`src/rtl/spi_port_pkg.sv`:
```
// Shared constants for the serial peripheral port: data width, length
// field width, register addresses and control bit positions.
package spi_port_pkg;
    localparam int DATA_W = 8;
    localparam int LEN_W  = $clog2(DATA_W);

    typedef enum logic [1:0] {
        A_DATA = 2'd0,
        A_CTRL = 2'd1,
        A_CFG  = 2'd2,
        A_DIV  = 2'd3
    } reg_addr_e;

    localparam int B_EN   = 0;
    localparam int B_MST  = 1;
    localparam int B_IEN  = 2;
    localparam int B_DONE = 4;
    localparam int B_WCOL = 5;
    localparam int B_OVR  = 6;
    localparam int B_MODF = 7;
endpackage

```
`src/rtl/spi_sync.sv`:
```
// Two-flop synchronizer bank for asynchronous serial inputs.
// Assumes each bit is independent; RST_VAL gives the idle level per bit.
module spi_sync #(
    parameter int W = 3,
    parameter logic [W-1:0] RST_VAL = '0
) (
    input  logic         clk,
    input  logic         rst_n,
    input  logic [W-1:0] d,
    output logic [W-1:0] q
);
    for (genvar i = 0; i < W; i++) begin : g_bit
        logic s1, s2;
        // Purpose: two-stage capture of one asynchronous input bit.
        always_ff @(posedge clk) begin
            if (!rst_n) begin
                s1 <= RST_VAL[i];
                s2 <= RST_VAL[i];
            end else begin
                s1 <= d[i];
                s2 <= s1;
            end
        end
        assign q[i] = s2;
    end
endmodule

```
`src/rtl/spi_baud.sv`:
```
// Divider for the master serial clock: pulses tick every div+1 cycles
// while run is high. Assumes div is held stable during a frame.
module spi_baud #(
    parameter int DIV_W = 8
) (
    input  logic             clk,
    input  logic             rst_n,
    input  logic             run,
    input  logic [DIV_W-1:0] div,
    output logic             tick
);
    logic [DIV_W-1:0] cnt;

    assign tick = run && (cnt == div);

    // Purpose: count system clocks between half-period ticks.
    always_ff @(posedge clk) begin
        if (!rst_n || !run) cnt <= '0;
        else if (tick)      cnt <= '0;
        else                cnt <= cnt + 1'b1;
    end

    a_r3_tick_gap: assert property (@(posedge clk) disable iff (!rst_n)
        (tick && div != '0) |=> !tick);
endmodule

```
`src/rtl/spi_shift.sv`:
```
// Shared shift register for both modes. A load left-aligns the low n bits
// of the word so the first bit sits at the top; cap stores the incoming bit,
// shift moves it in at bit 0. rx_word is the low n bits, right-aligned.
module spi_shift
    import spi_port_pkg::*;
(
    input  logic              clk,
    input  logic              rst_n,
    input  logic              load,
    input  logic [DATA_W-1:0] load_val,
    input  logic [LEN_W-1:0]  len_m1,
    input  logic              cap,
    input  logic              cap_bit,
    input  logic              shift,
    output logic              sout,
    output logic [DATA_W-1:0] rx_word
);
    logic [DATA_W-1:0] sreg;
    logic              rxb;
    logic [LEN_W:0]    lsh;
    logic [DATA_W:0]   top_bit;
    logic [DATA_W:0]   mask;

    assign lsh     = (LEN_W+1)'(DATA_W-1) - {1'b0, len_m1};
    assign top_bit = {{DATA_W{1'b0}}, 1'b1} << ({1'b0, len_m1} + {{LEN_W{1'b0}}, 1'b1});
    assign mask    = top_bit - {{DATA_W{1'b0}}, 1'b1};
    assign sout    = sreg[DATA_W-1];
    assign rx_word = sreg & mask[DATA_W-1:0];

    // Purpose: load, capture and shift the serial word.
    always_ff @(posedge clk) begin
        if (!rst_n) begin
            sreg <= '0;
            rxb  <= 1'b0;
        end else begin
            if (load)       sreg <= load_val << lsh;
            else if (shift) sreg <= {sreg[DATA_W-2:0], rxb};
            if (cap)        rxb  <= cap_bit;
        end
    end
endmodule

```
`src/rtl/spi_port.sv`:
```
// Serial peripheral port top: host registers, master sequencer, slave
// edge detection, receive buffer and sticky flags. Assumes one register
// access per cycle and a synchronous host.
module spi_port
    import spi_port_pkg::*;
#(
    parameter int DIV_W = 8
) (
    input  logic       clk,
    input  logic       rst_n,
    input  logic       reg_wr,
    input  logic       reg_rd,
    input  logic [1:0] reg_addr,
    input  logic [7:0] reg_wdata,
    output logic [7:0] reg_rdata,
    output logic       irq,
    output logic       sck_o,
    output logic       mosi_o,
    input  logic       miso_i,
    input  logic       sck_i,
    input  logic       mosi_i,
    input  logic       nss_i,
    output logic       miso_o
);
    logic en, mst, ien, done, wcol, ovr, modf;
    logic [LEN_W-1:0]  len_m1;
    logic [DIV_W-1:0]  div;
    logic [DATA_W-1:0] rx_buf, rx_word;
    logic rx_full, m_busy, sck_r, s_act, fin, sck_q;
    logic [LEN_W-1:0] bitcnt;
    logic sck_s, mosi_s, nss_s, m_tick, sout;
    logic [7:0] ctrl_rd;

    logic data_wr, data_rd, ctrl_wr, fault, s_mode, s_sel, xfer_busy;
    logic load, m_last, s_rise, s_fall, s_end, cap, shift;

    spi_sync #(.W(3), .RST_VAL(3'b100)) u_sync (
        .clk(clk), .rst_n(rst_n),
        .d({nss_i, mosi_i, sck_i}), .q({nss_s, mosi_s, sck_s})
    );

    spi_baud #(.DIV_W(DIV_W)) u_baud (
        .clk(clk), .rst_n(rst_n), .run(m_busy), .div(div), .tick(m_tick)
    );

    spi_shift u_shift (
        .clk(clk), .rst_n(rst_n), .load(load), .load_val(reg_wdata),
        .len_m1(len_m1), .cap(cap), .cap_bit(mst ? miso_i : mosi_s),
        .shift(shift), .sout(sout), .rx_word(rx_word)
    );

    assign data_wr   = reg_wr && (reg_addr == A_DATA);
    assign data_rd   = reg_rd && (reg_addr == A_DATA);
    assign ctrl_wr   = reg_wr && (reg_addr == A_CTRL);
    assign fault     = en && mst && !nss_s;
    assign s_mode    = en && !mst;
    assign s_sel     = s_mode && !nss_s;
    assign xfer_busy = m_busy || s_act || s_sel;
    assign load      = data_wr && !xfer_busy && !fault;
    assign m_last    = m_busy && m_tick && sck_r && (bitcnt == len_m1);
    assign s_rise    = s_sel && sck_s && !sck_q;
    assign s_fall    = s_sel && !sck_s && sck_q;
    assign s_end     = s_act && nss_s;
    assign cap       = (m_busy && m_tick && !sck_r) || s_rise;
    assign shift     = (m_busy && m_tick && sck_r) || s_fall;

    assign sck_o  = sck_r;
    assign mosi_o = sout;
    assign miso_o = sout;
    assign irq    = done && ien;

    // Purpose: master frame sequencing, SCK level and bit count.
    always_ff @(posedge clk) begin
        if (!rst_n) begin
            m_busy <= 1'b0;
            sck_r  <= 1'b0;
            bitcnt <= '0;
        end else begin
            if (fault || !en || !mst || m_last) m_busy <= 1'b0;
            else if (load)                      m_busy <= 1'b1;
            if (fault || !en || !mst || !m_busy) sck_r <= 1'b0;
            else if (m_tick)                     sck_r <= ~sck_r;
            if (!m_busy)                bitcnt <= '0;
            else if (m_tick && sck_r)   bitcnt <= bitcnt + 1'b1;
        end
    end

    // Purpose: slave selection tracking, SCK edge history, completion pulse.
    always_ff @(posedge clk) begin
        if (!rst_n) begin
            s_act <= 1'b0;
            sck_q <= 1'b0;
            fin   <= 1'b0;
        end else begin
            s_act <= s_sel;
            sck_q <= sck_s;
            fin   <= m_last || s_end;
        end
    end

    // Purpose: control, configuration and divider registers with sticky flags.
    always_ff @(posedge clk) begin
        if (!rst_n) begin
            {en, mst, ien, done, wcol, ovr, modf} <= '0;
            len_m1 <= '0;
            div    <= '0;
        end else begin
            if (ctrl_wr) begin
                en   <= reg_wdata[B_EN];
                mst  <= reg_wdata[B_MST];
                ien  <= reg_wdata[B_IEN];
                done <= done & reg_wdata[B_DONE];
                wcol <= wcol & reg_wdata[B_WCOL];
                ovr  <= ovr  & reg_wdata[B_OVR];
                modf <= modf & reg_wdata[B_MODF];
            end
            if (reg_wr && reg_addr == A_CFG) len_m1 <= reg_wdata[LEN_W-1:0];
            if (reg_wr && reg_addr == A_DIV) div    <= DIV_W'(reg_wdata);
            if (fin)                   done <= 1'b1;
            if (fin && rx_full)        ovr  <= 1'b1;
            if (data_wr && xfer_busy)  wcol <= 1'b1;
            if (fault) begin
                modf <= 1'b1;
                en   <= 1'b0;
                mst  <= 1'b0;
            end
        end
    end

    // Purpose: receive buffer with overrun protection.
    always_ff @(posedge clk) begin
        if (!rst_n) begin
            rx_buf  <= '0;
            rx_full <= 1'b0;
        end else if (fin && !rx_full) begin
            rx_buf  <= rx_word;
            rx_full <= 1'b1;
        end else if (data_rd) begin
            rx_full <= 1'b0;
        end
    end

    // Purpose: assemble the control read value.
    always_comb begin
        ctrl_rd         = '0;
        ctrl_rd[B_EN]   = en;
        ctrl_rd[B_MST]  = mst;
        ctrl_rd[B_IEN]  = ien;
        ctrl_rd[B_DONE] = done;
        ctrl_rd[B_WCOL] = wcol;
        ctrl_rd[B_OVR]  = ovr;
        ctrl_rd[B_MODF] = modf;
    end

    // Purpose: register read multiplexer.
    always_comb begin
        case (reg_addr)
            A_DATA:  reg_rdata = 8'(rx_buf);
            A_CTRL:  reg_rdata = ctrl_rd;
            A_CFG:   reg_rdata = 8'(len_m1);
            default: reg_rdata = 8'(div);
        endcase
    end

    a_r9_fault_demotes: assert property (@(posedge clk) disable iff (!rst_n)
        fault |=> (modf && !en && !mst));
    a_r5_wcol_set: assert property (@(posedge clk) disable iff (!rst_n)
        (data_wr && xfer_busy) |=> wcol);
    a_r6_ovr_keeps_old: assert property (@(posedge clk) disable iff (!rst_n)
        (fin && rx_full) |=> (ovr && $stable(rx_buf)));
    a_r4_done_on_fin: assert property (@(posedge clk) disable iff (!rst_n)
        fin |=> done);
    a_r3_sck_idle_low: assert property (@(posedge clk) disable iff (!rst_n)
        !m_busy |-> !sck_o);
endmodule

```
`config.mk`:
```
export PLATFORM = sky130hd
export DESIGN_NAME = spi_port
export DESIGN_NICKNAME = d
export VERILOG_FILES = /design/src/rtl/spi_port_pkg.sv /design/src/rtl/spi_sync.sv /design/src/rtl/spi_baud.sv /design/src/rtl/spi_shift.sv /design/src/rtl/spi_port.sv
export SDC_FILE = /design/constraint.sdc
export NUM_CORES = 1
export LEC_CHECK = 0
export CORE_UTILIZATION = 45
export CTS_CLUSTER_SIZE = 24
export DETAILED_ROUTE_END_ITERATION = 8
export PLACE_DENSITY = 0.65
export SLEW_MARGIN = 40
export SYNTH_ARGS = -nofsm -noshare
export SYNTH_HDL_FRONTEND = slang
export SYNTH_SLANG_ARGS = --single-unit
```
`constraint.sdc`:
```
create_clock -name clk -period 2.5 [get_ports clk]
set_input_delay 0.25 -clock clk [delete_from_list [all_inputs] [get_ports clk]]
set_output_delay 0.25 -clock clk [all_outputs]
set_load 0.02 [all_outputs]
```
==> results.py <==
metrics = {
    "status": {
        "outcome": "finished, violations left",
        "violations": "design-rule violations",
    },
    "floorplanning": {
        "start_util_pct": 47.0,
        "dieArea_mm2": 0.00704,
        "die_w_um": 83.9,
        "rows": 29,
        "num_io_pins": 30,
        "die_h_um": 83.9,
        "core-area_mm2": 0.00642,
    },
    "sta": {
        "slew_viol_final": 0,
        "worst_pin_slew_ns": 0.515,
        "fin_tns_setup_ns": 0,
        "setup_viol": 0,
        "setup_slack_ns": 0.230,
        "fmax_ghz": 0.441,
        "whs_ns": 0.407,
        "fin_crit_ns": 2.27,
        "finalHoldViolations": 0,
        "relSlewSlack_pct": 65.5,
        "rsz0062_at_grt": "no",
        "fin_crit_sh_pct": 90.8,
        "final.setup_skew_ns": 0.0112,
    },
    "grt": {
        "antenna_found_initial": 0,
        "grtUsageMet1_pct": 29.7,
        "track_usage_pct": 21.7,
        "grt_pass1_wl_um": 11700,
        "grt_max_degree": 20,
        "grt_util_met2_pct": 33.0,
        "gr-max-usage-layer": "met2",
        "overflow": 0,
        "grt_pass1_vias": 2289,
        "use_met3_pct": 5.14,
    },
    "yosys": {
        "synth_nets": 344,
        "yosysWarnings": 0,
        "synth-async-reset-ratio_pct": 0,
        "yosys-top-cells-count": "dfxtp_1 (58), nand2_1 (35), mux2i_1 (27), nand3_1 (20), nor2_1 (18)",
        "yosys.area.top_type_share_pct": 38.5,
        "yosysSeqAreaShare_pct": 38.5,
        "syn_avg_cell_area_um2": 9.34,
        "synthDistinctLibCells": 48,
        "synth_area_leaders": "dfxtp_1 (38%), mux2i_1 (9.0%), mux4_2 (5.2%), nand2_1 (4.4%), nand3_1 (3.3%)",
        "syn_area_mm2": 0.00302,
        "syn_inst": 323,
        "synth_edf_count": 0,
        "synth.most_common_cell": "dfxtp_1",
        "synth_top_area_cell": "dfxtp_1",
        "synthFlopType": "dfxtp_1",
        "ys_ff_latch": 58,
    },
    "power": {
        "p_leak_nw": 1.35,
        "power.density_mw_per_mm2": 540,
        "ir_drop_mv": 0.304,
        "p_total_mw": 1.92,
    },
    "placement": {
        "hpwl_um": 5320,
        "place_area_mm2": 0.00337,
        "place_congestion": 0.846,
        "port_buffers": 29,
        "preCtsSetupSlack_ns": 0.148,
    },
    "finish": {
        "fillers": 598,
        "antenna_cells": 0,
        "syn_to_final_growth_pct": 17.7,
        "drive_gt1_share_pct": 12.0,
        "nets": 374,
        "postLayoutCellArea_mm2": 0.00355,
    },
    "clocking": {
        "insertion_delay_ns": 0.33,
        "clk_pin_slew_ns": 0.07,
        "ctsHoldBuffers": 0,
        "numCtsBuffers": 9,
        "cts_root_buf": "clkbuf_8",
        "post-cts-setup-buffers": 0,
        "tritoncts": "yes",
        "clockBufferDepth": 2,
        "cts_resized": 0,
        "htreeDepth": 3,
        "cts.sinks": 58,
    },
    "route": {
        "firstDrtPassIters": 6,
        "ant_nets": 0,
        "detail_route.wl_per_cell_um": 16.3,
        "dr.first_iter.drc_count": 147,
        "route.vias.total": 2403,
        "drcViolationCount": 8,
        "wl_um": 7090,
        "viasPerCell": 5.54,
    },
    "worst_setup_path": {
        "path_max_fanout": 8,
        "crit_path_cell_trace": "clkdlybuf4s50_1 -> and2_1 -> nand2_1 -> o21ai_0 -> clkdlybuf4s50_1",
        "required_ns": 2.25,
        "crit_arrival_ns": 2.02,
        "path_buf_inv": 2,
        "setup.worst_path.start_class": "input port",
        "path_class": "in2out",
        "worstSetupEndpointType": "output pin",
        "crit_path_top_delay_cell": "clkdlybuf4s50_1",
        "cpLargestDelayFamily": "buffers and inverters",
        "crit_top_cell": "clkdlybuf4s50_1",
        "cpPeakStageDelay_ns": 0.66,
    },
    "min_path": {
        "hold_class": "reg2reg",
    },
    "flow_run": {
        "cap_violations": 0,
    },
}
-- layout by cell type, fill, tap and decap left out, drive strengths merged, types with 3 or more instances in the layout --
cell type	n
or3	5
dfxtp	58
nand3	20
inv	5
nand4	6
a21boi	12
and3	4
ha	3
nand2b	11
o21ai	16
xnor2	11
buf	11
clkinvlp	3
nand2	35
and2	10
clkdlybuf4s50	28
mux2i	27
o311a	3
clkbuf	11
nor2	20
mux4	7
o211ai	6
xor2	5
nor2b	11
-- stage by stage --
stage / instances / util [%]
final: 434 / 55.3
after global routing: 434 / 55.3
after CTS: 434 / 55.3
after detailed placement: 419 / 52.5
after global placement: 419 / 52.5
after floorplan: 323 / -
-- per-layer routing --
metal / up-vias / wire length (µm)
met1: 1122 / 3390
met5: - / 0
met4: 0 / 106
met3: 6 / 389
met2: 74 / 3200
li1: 1201 / -
-- path summary, 6_finish.rpt --
kind	from	slack [ns]	end	cells after the start
worst max-delay path	reg_addr[0]	0.23	reg_rdata[6]	5
worst min-delay path	u_sync.g_bit[2].s1$_SDFF_PN1_	0.41	u_sync.g_bit[2].s2$_SDFF_PN1_	1
worst max register to register	len_m1[0]$_SDFFE_PN0P_	0.65	u_shift.sreg[5]$_SDFFE_PN0P_	6
worst min register to register	u_sync.g_bit[2].s1$_SDFF_PN1_	0.41	u_sync.g_bit[2].s2$_SDFF_PN1_	1
-- kinds of logic after synthesis --
| kind of cell | after synthesis | share of synthesized area, % |
|---|---|---|
| fa+ha+maj | 3 | 1.24 |
| compound gates | 50 | 12.2 |
| other cells | 1 | 0.124 |
| mux | 36 | 14.9 |
| flops | 58 | 38.5 |
| simple gates | 133 | 23.9 |
| xor+xnor | 16 | 4.64 |
| buf+inv | 26 | 4.52 |
-- where the power goes --
| group | switching [mW] | internal [mW] | leakage [nW] | total, mW |
|---|---|---|---|---|
| Clock | 0.372 | 0.406 | 0.0834 | 0.778 |
| Combinational | 0.0877 | 0.0913 | 0.795 | 0.179 |
| Sequential | 0.0203 | 0.941 | 0.470 | 0.961 |
-- final cells by class --
| class | count | area [µm²] | share of cell area (%) |
|---|---|---|---|
| multi-input combinational | 239 | 1720 | 48.4 |
| sequential | 58 | 1160 | 32.7 |
| timing repair buffer | 40 | 375 | 10.6 |
| clock buffer | 11 | 151 | 4.26 |
| tap | 77 | 96.3 | 2.71 |
| clock inverter | 4 | 27.5 | 0.775 |
| inverter | 5 | 18.8 | 0.529 |
-- state kept, by name, summed over array words and instances (netlist names), 3 cells and up --
| register | flops |
|---|---|
| u_sync.g_bit.s2 | 3 |
| rx_buf | 8 |
| u_sync.g_bit.s1 | 3 |
| len_m1 | 3 |
| div | 8 |
| u_baud.cnt | 8 |
| u_shift.sreg | 8 |
| bitcnt | 3 |
No activity file was read; power rests on OpenSTA's default activity.
